===== src/rtl/osa_pkg.sv =====
package osa_pkg;
   typedef enum logic [1:0] {
      OP_PUSH_IMM   = 2'b00,
      OP_PUSH_DEPTH = 2'b01,
      OP_ADV_ONE    = 2'b10,
      OP_ADV_WORD   = 2'b11
   } osa_op_e;

   localparam int unsigned WORD_ELEMS = 4;
   localparam int unsigned LEVEL_W    = 3;
endpackage


===== src/rtl/osa_op_decode.sv =====
module osa_op_decode
   import osa_pkg::*;
(
   input  logic                 op_valid,
   input  logic [1:0]           op_code,
   input  logic [LEVEL_W-1:0]   adv_level,
   input  logic                 store_full,
   output logic                 op_ready,
   output logic                 do_shift,
   output logic                 do_word,
   output logic                 do_refuse,
   output logic [LEVEL_W-1:0]   adv_pop
);
   logic               fire;
   logic [LEVEL_W-1:0] need;
   logic               short_q;

   always_comb begin
      unique case (osa_op_e'(op_code))
         OP_ADV_ONE:  need = LEVEL_W'(1);
         OP_ADV_WORD: need = LEVEL_W'(WORD_ELEMS);
         default:     need = '0;
      endcase
   end

   assign op_ready  = !store_full;
   assign fire      = op_valid && op_ready;
   assign short_q   = adv_level < need;
   assign do_refuse = fire && short_q;
   assign do_word   = fire && !short_q && (osa_op_e'(op_code) == OP_ADV_WORD);
   assign do_shift  = fire && !short_q && (osa_op_e'(op_code) != OP_ADV_WORD);
   assign adv_pop   = (fire && !short_q) ? need : '0;
endmodule


===== src/rtl/osa_shift_window.sv =====
module osa_shift_window
   import osa_pkg::*;
#(
   parameter int unsigned W      = 32,
   parameter int unsigned WINDOW = 16
) (
   input  logic                        clk,
   input  logic                        rst_n,
   input  logic                        do_shift,
   input  logic                        do_word,
   input  logic [W-1:0]                push_val,
   input  logic [WORD_ELEMS*W-1:0]     word_in,
   output logic [WINDOW*W-1:0]         slots,
   output logic [W-1:0]                leaving
);
   logic [W-1:0] slot_q [WINDOW];

   for (genvar i = 0; i < WINDOW; i++) begin : g_slot
      if (i == 0) begin : g_head
         always_ff @(posedge clk) begin
            if (!rst_n)        slot_q[i] <= '0;
            else if (do_shift) slot_q[i] <= push_val;
            else if (do_word)  slot_q[i] <= word_in[0 +: W];
         end
      end else if (i < WORD_ELEMS) begin : g_word
         always_ff @(posedge clk) begin
            if (!rst_n)        slot_q[i] <= '0;
            else if (do_shift) slot_q[i] <= slot_q[i-1];
            else if (do_word)  slot_q[i] <= word_in[i*W +: W];
         end
      end else begin : g_deep
         always_ff @(posedge clk) begin
            if (!rst_n)        slot_q[i] <= '0;
            else if (do_shift) slot_q[i] <= slot_q[i-1];
         end
      end
      assign slots[i*W +: W] = slot_q[i];
   end

   assign leaving = slot_q[WINDOW-1];
endmodule


===== src/rtl/osa_depth_ctr.sv =====
module osa_depth_ctr #(
   parameter int unsigned WINDOW    = 16,
   parameter int unsigned OVF_DEPTH = 8,
   parameter int unsigned DW        = 5,
   parameter int unsigned PW        = 4
) (
   input  logic          clk,
   input  logic          rst_n,
   input  logic          inc,
   output logic [DW-1:0] depth,
   output logic [PW-1:0] spill_cnt,
   output logic          full
);
   localparam logic [DW-1:0] FLOOR = DW'(WINDOW);
   localparam logic [DW-1:0] CEIL  = DW'(WINDOW + OVF_DEPTH);

   logic [DW-1:0] depth_q;

   always_ff @(posedge clk) begin
      if (!rst_n)               depth_q <= FLOOR;
      else if (inc && !full)    depth_q <= depth_q + DW'(1);
   end

   assign depth     = depth_q;
   assign full      = (depth_q == CEIL);
   assign spill_cnt = PW'(depth_q - FLOOR);
endmodule


===== src/rtl/osa_spill_lifo.sv =====
module osa_spill_lifo #(
   parameter int unsigned W         = 32,
   parameter int unsigned OVF_DEPTH = 8,
   parameter int unsigned PW        = 4
) (
   input  logic          clk,
   input  logic          rst_n,
   input  logic          wr_en,
   input  logic [PW-1:0] cnt,
   input  logic [W-1:0]  wr_data,
   output logic [W-1:0]  top_data
);
   logic [W-1:0] ent_q [OVF_DEPTH];

   for (genvar k = 0; k < OVF_DEPTH; k++) begin : g_ent
      always_ff @(posedge clk) begin
         if (!rst_n)                            ent_q[k] <= '0;
         else if (wr_en && cnt == PW'(k))       ent_q[k] <= wr_data;
      end
   end

   always_comb begin
      top_data = '0;
      for (int k = 0; k < OVF_DEPTH; k++) begin
         if (cnt == PW'(k + 1)) top_data = ent_q[k];
      end
   end
endmodule


===== src/rtl/osa_operand_stack.sv =====
module osa_operand_stack
   import osa_pkg::*;
#(
   parameter int unsigned W         = 32,
   parameter int unsigned WINDOW    = 16,
   parameter int unsigned OVF_DEPTH = 8,
   localparam int unsigned DW       = $clog2(WINDOW + OVF_DEPTH + 1),
   localparam int unsigned PW       = $clog2(OVF_DEPTH + 1)
) (
   input  logic                     clk,
   input  logic                     rst_n,
   input  logic                     op_valid,
   output logic                     op_ready,
   input  logic [1:0]               op_code,
   input  logic [W-1:0]             op_imm,
   input  logic [WORD_ELEMS*W-1:0]  adv_head,
   input  logic [LEVEL_W-1:0]       adv_level,
   output logic [LEVEL_W-1:0]       adv_pop,
   output logic [WINDOW*W-1:0]      tos,
   output logic [DW-1:0]            depth,
   output logic [W-1:0]             spill_top,
   output logic                     err
);
   if (W < DW) begin : g_bad_width
      $error("osa_operand_stack: W must hold the depth value");
   end
   if (WINDOW < WORD_ELEMS) begin : g_bad_window
      $error("osa_operand_stack: WINDOW must cover a whole word");
   end
   if (OVF_DEPTH < 1) begin : g_bad_ovf
      $error("osa_operand_stack: OVF_DEPTH must be at least 1");
   end

   logic          do_shift, do_word, do_refuse, full;
   logic [W-1:0]  push_val, leaving;
   logic [PW-1:0] spill_cnt;
   logic          err_q;

   osa_op_decode u_dec (
      .op_valid  (op_valid),
      .op_code   (op_code),
      .adv_level (adv_level),
      .store_full(full),
      .op_ready  (op_ready),
      .do_shift  (do_shift),
      .do_word   (do_word),
      .do_refuse (do_refuse),
      .adv_pop   (adv_pop)
   );

   always_comb begin
      unique case (osa_op_e'(op_code))
         OP_PUSH_IMM:   push_val = op_imm;
         OP_PUSH_DEPTH: push_val = W'(depth);
         default:       push_val = adv_head[0 +: W];
      endcase
   end

   osa_shift_window #(.W(W), .WINDOW(WINDOW)) u_win (
      .clk     (clk),
      .rst_n   (rst_n),
      .do_shift(do_shift),
      .do_word (do_word),
      .push_val(push_val),
      .word_in (adv_head),
      .slots   (tos),
      .leaving (leaving)
   );

   osa_depth_ctr #(.WINDOW(WINDOW), .OVF_DEPTH(OVF_DEPTH), .DW(DW), .PW(PW)) u_depth (
      .clk      (clk),
      .rst_n    (rst_n),
      .inc      (do_shift),
      .depth    (depth),
      .spill_cnt(spill_cnt),
      .full     (full)
   );

   osa_spill_lifo #(.W(W), .OVF_DEPTH(OVF_DEPTH), .PW(PW)) u_spill (
      .clk     (clk),
      .rst_n   (rst_n),
      .wr_en   (do_shift),
      .cnt     (spill_cnt),
      .wr_data (leaving),
      .top_data(spill_top)
   );

   always_ff @(posedge clk) begin
      if (!rst_n) err_q <= 1'b0;
      else        err_q <= do_refuse;
   end
   assign err = err_q;
endmodule


===== config.mk =====
export PLATFORM = sky130hd
export DESIGN_NAME = osa_operand_stack
export DESIGN_NICKNAME = d
export VERILOG_FILES = /design/src/rtl/osa_pkg.sv /design/src/rtl/osa_op_decode.sv /design/src/rtl/osa_shift_window.sv /design/src/rtl/osa_depth_ctr.sv /design/src/rtl/osa_spill_lifo.sv /design/src/rtl/osa_operand_stack.sv
export SDC_FILE = /design/constraint.sdc
export NUM_CORES = 1
export LEC_CHECK = 0
export BUFFER_PORTS_ARGS = -buffer_cell sky130_fd_sc_hd__clkbuf_2
export CORE_MARGIN = 5
export CORE_UTILIZATION = 25
export CTS_CLUSTER_DIAMETER = 200
export DETAILED_ROUTE_END_ITERATION = 16
export GPL_TIMING_DRIVEN = 0
export PLACE_DENSITY = 0.5
export SLEW_MARGIN = 5
export SYNTH_ARGS = -nofsm -noshare
export SYNTH_HDL_FRONTEND = slang
export SYNTH_HIERARCHICAL = 1
export SYNTH_SLANG_ARGS = --single-unit

===== constraint.sdc =====
create_clock -name clk -period 35.1 [get_ports clk]
set_input_delay 7.02 -clock clk [delete_from_list [all_inputs] [get_ports clk]]
set_output_delay 7.02 -clock clk [all_outputs]
set_load 0.02 [all_outputs]

# Word-level counts from Yosys, hierarchy flattened

Memories as Yosys holds them, arrays and structs flattened.
Cells that the tools add are included.

Bitwise operators: 28
Equal/unequal tests: 13
Add/sub/neg operators: 2
Reductions and logical operators: 18
Multiplexer cells: 71
Order comparisons: 1

Operators with widths:

| operator              | number |
|---|---|
| $mux W32              | 36 |
| $pmux W32 S2          | 1 |
| $mux W1               | 32 |
| $or A1 B1 Y1          | 28 |
| $eq A4 B3 Y1 const B  | 4 |
| $logic_and A1 B1 Y1   | 14 |
| $eq A4 B2 Y1 const B  | 2 |
| $pmux W3 S2           | 1 |
| $add A5 B1 Y5 const B | 1 |
| $eq A5 B5 Y1 const B  | 1 |
| $eq A2 B2 Y1 const B  | 2 |
| $eq A4 B1 Y1 const B  | 1 |
| $eq A4 B4 Y1 const B  | 1 |
| $logic_not A4 Y1      | 1 |
| $sub A4 B1 Y4 const B | 1 |
| $lt A3 B3 Y1          | 1 |
| $mux W3               | 1 |
| $eq A2 B1 Y1 const B  | 1 |
| $logic_not A1 Y1      | 2 |
| $logic_not A2 Y1      | 1 |
| $ne A2 B2 Y1 const B  | 1 |

RAM bits: 768
Logic and storage cells: 137
Output and inout port bits: 554
Memories: 2
Bits in registers: 6
Input bits: 168

Memories:

| memory        | depth | bits a word | rd ports | clocked after memory_dff | wr ports | line                   | RTL |
|---|---|---|---|---|---|---|---|
| u_win.slot_q  | 16    | 32          | 16       | 0                        | 16       | osa_shift_window.sv:16 | `logic [W-1:0] slot_q [WINDOW];` |
| u_spill.ent_q | 8     | 32          | 8        | 0                        | 8        | osa_spill_lifo.sv:13   | `logic [W-1:0] ent_q [OVF_DEPTH];` |

# Depth between registers and ports, before layout

Depth after elaboration: 11
Depth in mapped cells: 10
Gate-level depth less buffers: 8

# Modules after synthesis

Netlist, hierarchy kept.

By module, submodules not included:

| module            | sequential area each (um^2) | area each (um^2) | times used | cells an instance |
|---|---|---|---|---|
| osa_shift_window  | 15374.7                     | 20005.4          | 1          | 1188 |
| osa_spill_lifo    | 7687.4                      | 12273.0          | 1          | 939 |
| osa_operand_stack | 20.0                        | 447.9            | 1          | 52 |
| osa_depth_ctr     | 100.1                       | 277.8            | 1          | 31 |
| osa_op_decode     | 0.0                         | 115.1            | 1          | 17 |

# Worst setup path after synthesis

No wires, ideal clock.

Kind: input to register
Start point: input port op_code[1]
End point: memory u_win.slot_q[0][0], enable pin
Buffers on the path: 1
Arrival time: 20.207 ns
Stages: 7
Setup slack: 14.460 ns
Setup time: 0.433 ns
Required time: 34.667 ns
Cells stage by stage: nand2_1 > ha_1 > nor2_1 > nor4b_1 > buf_4 > nand2b_1 > or2_2

RTL lines:

| element         | line                    | RTL |
|---|---|---|
| start, declared | osa_operand_stack.sv:14 | `input logic [1:0] op_code,` |
| end, declared   | osa_shift_window.sv:16  |  |

# Final worst setup path

Start point: input port op_code[1]
End point: output port adv_pop[2]

Word-level cells in the longest chain between the ends: 6
Elaborated cells between the ends (all ways): 7
Those cells by class: 1 x order compare; 2 x eq/ne; 2 x mux; 2 x reduce/logical

Ends and longest elaborated chain:

| element             | line                    | RTL |
|---|---|---|
| $eq A2 B2 Y1        | osa_op_decode.sv:19     | `unique case (osa_op_e'(op_code))` |
| $pmux W3 S2 (*)     | osa_op_decode.sv:19     |  |
| $lt A3 B3 Y1        | osa_op_decode.sv:28     | `assign short_q = adv_level < need;` |
| $logic_not A1 Y1    | osa_op_decode.sv:32     | `assign adv_pop = (fire && !short_q) ? need : '0;` |
| $logic_and A1 B1 Y1 | osa_op_decode.sv:32     |  |
| $mux W3 (*)         | osa_op_decode.sv:32     |  |
| end, declared       | osa_operand_stack.sv:18 | `output logic [LEVEL_W-1:0] adv_pop,` |

Every way passes the cells marked *; elsewhere a longest branch is shown, timed or not.

==> results.tsv <==
metric	value	unit
setup TNS	0	ps
vias in the first global route	23700	
Core ar.	0.132	mm²
drt initial violations	1834	
register area	0.0232	mm²
Pint	1.72	mW
maximum VDD drop	0.0000446	V
Worst Hold Depth	1	
R2R Path Start	u_depth/depth[0]	
GP Congestion	0.847	
post-placement cell count	4726	
maxcap violations	0	
via count	23000	
Synth Flop Type	edfxtp_1	
Setup crit start kind	input port	
grt total ovfl	0	
Routed Wire Length	138000	µm
Starting Density	25.2	%
Least-Margin Pin Slew	1050	ps
# DRC	0	
Fin Hold WS	546	ps
first-pass GRT wire length	189000	µm
Syn Inst Count	2227	
Worst EP arrival	8670	ps
Max Clk Rate	0.0637	GHz
R2R Path End	u_win/slot_q[2][21]	
final setup violating endpoints	0	
RSZ-0062 raised after global routing	false	
WP data required	28080	ps
Ports	722	
Root Driver	clkbuf_16	
CP Max Fanout	6	
final std cells w/o fill	4897	
area of the multi-input gates	0.00858	mm²
initial antenna violation count	22	
synthesized area	0.0331	mm²
Skew-Pair Late Insertion Delay	690	ps
DP HPWL	109000	µm
Yosys cell types	56	
most frequent cells in the layout	768 x edfxtp_1, 720 x clkbuf_2, 384 x and3_1	
Final Slew Violations	0	
WL/cell	28.2	µm
DP Area	0.0396	mm²
Seq/Total Area, Yosys	70.0	%
GRT Overall Usage	19.0	%
die height	374	µm
syn_area_per_cell	14.9	µm²
fraction of layout cells with a size suffix above 1	33.7	%
Final period util	44.7	%
H-tree Lvls	3	
final core occ	32.3	%
syn nets	2398	
post-layout instance area	0.0425	mm²
PortBufs	720	
Sink Count	774	
die width	374	µm
Via density	4.70	
Leakage	18.0	nW
crit path time final	15690	ps
CTS max path bufs	3	
row count	133	
Final Hold Viols	0	
clock power share	39.8	%
Synthesis Warnings	6	
flop-to-flop setup slack	30560	ps
sequential share of power	47.8	%
reg2reg path depth	12	
hold buffer count at cts	0	
Rel. slew slack	30.2	%
CTS tree	done	
die area	0.140	mm²
post_cts resized	0	
crit end category	output port	
Post-synth EDFFs	768	
hold crit path type	reg2reg	
combinational power share	12.4	%
Post-synth ARST share	0	%
leading cell type in the layout, fill and taps excluded	edfxtp_1	
area grow syn2layout	28.5	%
DRT antenna net count	0	
Final nets	3236	
synthesized flop and latch total	774	
Psw	662	µW
status	finished clean	
CTS Buf Count	92	
switching share of total power	27.8	%
Setup Buffers After CTS	0	
WHS Endpoint	u_win/slot_q[11][14]	
Cell Pwr Density	56.0	mW/mm²
crit path kind	in2out	
pin count of the biggest net entering global routing	67	
Hold Startpoint	u_win/slot_q[10][14]	
Clock Skew	61.6	ps
final-layout fill cell count	13200	
Worst-path clk slew	60	ps
First-pass DRT Iterations	5	
==> registers in the layout, summed over array words and instances (netlist names) <==
register and cells:
u_win/slot_q 512, err 1, u_spill/ent_q 256, u_depth/depth 5
==> worst max-delay path, cell delays in order <==
cell and delay [ps]:
clkbuf_2 190, nand2_1 120, ha_1 340, nor2_1 80, nor3_1 530, buf_4 210, clkbuf_2 160
==> per-stage QoR <==
step | setup slack [ps] | total power [mW]
floorplan | 14460 | 1.30
global placement | 5960 | 1.47
detailed placement | 19360 | 1.46
CTS | 19350 | 2.41
global route | 19260 | 2.47
finish | 19410 | 2.38
==> routing by layer <==
layer / wire (µm) / up-vias / GRT usage, %
met2: 74300 / 953 / 36.0
met3: 10800 / 179 / 5.25
li1: - / 10300 / -
met5: 20 / - / 0
met1: 48800 / 11500 / 20.5
met4: 4380 / 2 / 5.83
==> synth_stat cells (all sizes together), types with 2 or more instances <==
cell type,number,area (µm²)
dfxtp,6,120
nor2,9,41.3
a32o,128,1280
clkbuf,114,428
nor2b,7,46.3
ha,3,37.5
a22o,27,245
o2bb2ai,27,236
a21oi,34,170
inv,7,26.3
nand2,71,267
buf,136,1010
nor3,3,25.0
o31ai,2,15.0
nand2b,6,37.5
nand3,3,15.0
a211o,27,236
nor4b,2,17.5
and2,259,1620
o22ai,10,62.6
o211ai,36,365
or2,2,12.5
a221o,27,270
and3,384,2400
o21ai,39,195
edfxtp,768,23100
a31oi,5,31.3
o22a,5,43.8
mux2i,65,651
nand4,2,12.5
==> power groups by stage <==
stage                     sequential, mW  combinational (mW)  clock, mW
final                               1.14               0.295      0.947
after detailed placement            1.16               0.300          0
after global routing                1.15               0.311       1.01
after CTS                           1.14               0.300      0.974
after global placement              1.19               0.287          0
after floorplan                     1.20              0.0993          0
==> logic make-up (layout without fill, tap and decap cells) <==
kind of cell | after synthesis | after routing | share of synthesized area (%)
xor+xnor | 2 | 2 | 0.0529
mux | 65 | 65 | 1.96
buf+inv | 257 | 1168 | 4.42
flops | 774 | 774 | 70.0
compound gates | 370 | 370 | 9.61
other cells | 1 | 5 | 0.0113
simple gates | 755 | 755 | 13.8
fa+ha+maj | 3 | 3 | 0.113
==> how the worst max path moves through the flow <==
stage | depth (start not counted) | end | slack (ps) | startpoint
floorplan | 7 | u_win/slot_q[0][0] | 14460 | op_code[1]
global placement | 8 | u_win/slot_q[3][15] | 5960 | op_code[1]
detailed placement | 7 | adv_pop[2] | 19360 | op_code[1]
CTS | 7 | adv_pop[2] | 19350 | op_code[1]
global route | 7 | adv_pop[2] | 19260 | op_code[1]
finish | 7 | adv_pop[2] | 19410 | op_code[1]
==> area by class of cell <==
| type | count | share of cell area [%] |
|---|---|---|
| multi-input cells | 1196 | 20.2 |
| inverters | 7 | 0.0618 |
| flip-flops and latches | 774 | 54.5 |
| well taps | 1755 | 5.16 |
| repair buffers | 744 | 9.74 |
| clock inverters | 55 | 1.38 |
| clock buffers | 112 | 5.59 |
| diodes | 4 | 0.0235 |
| plain buffers | 250 | 3.38 |
(Power assumes the default switching activity.)
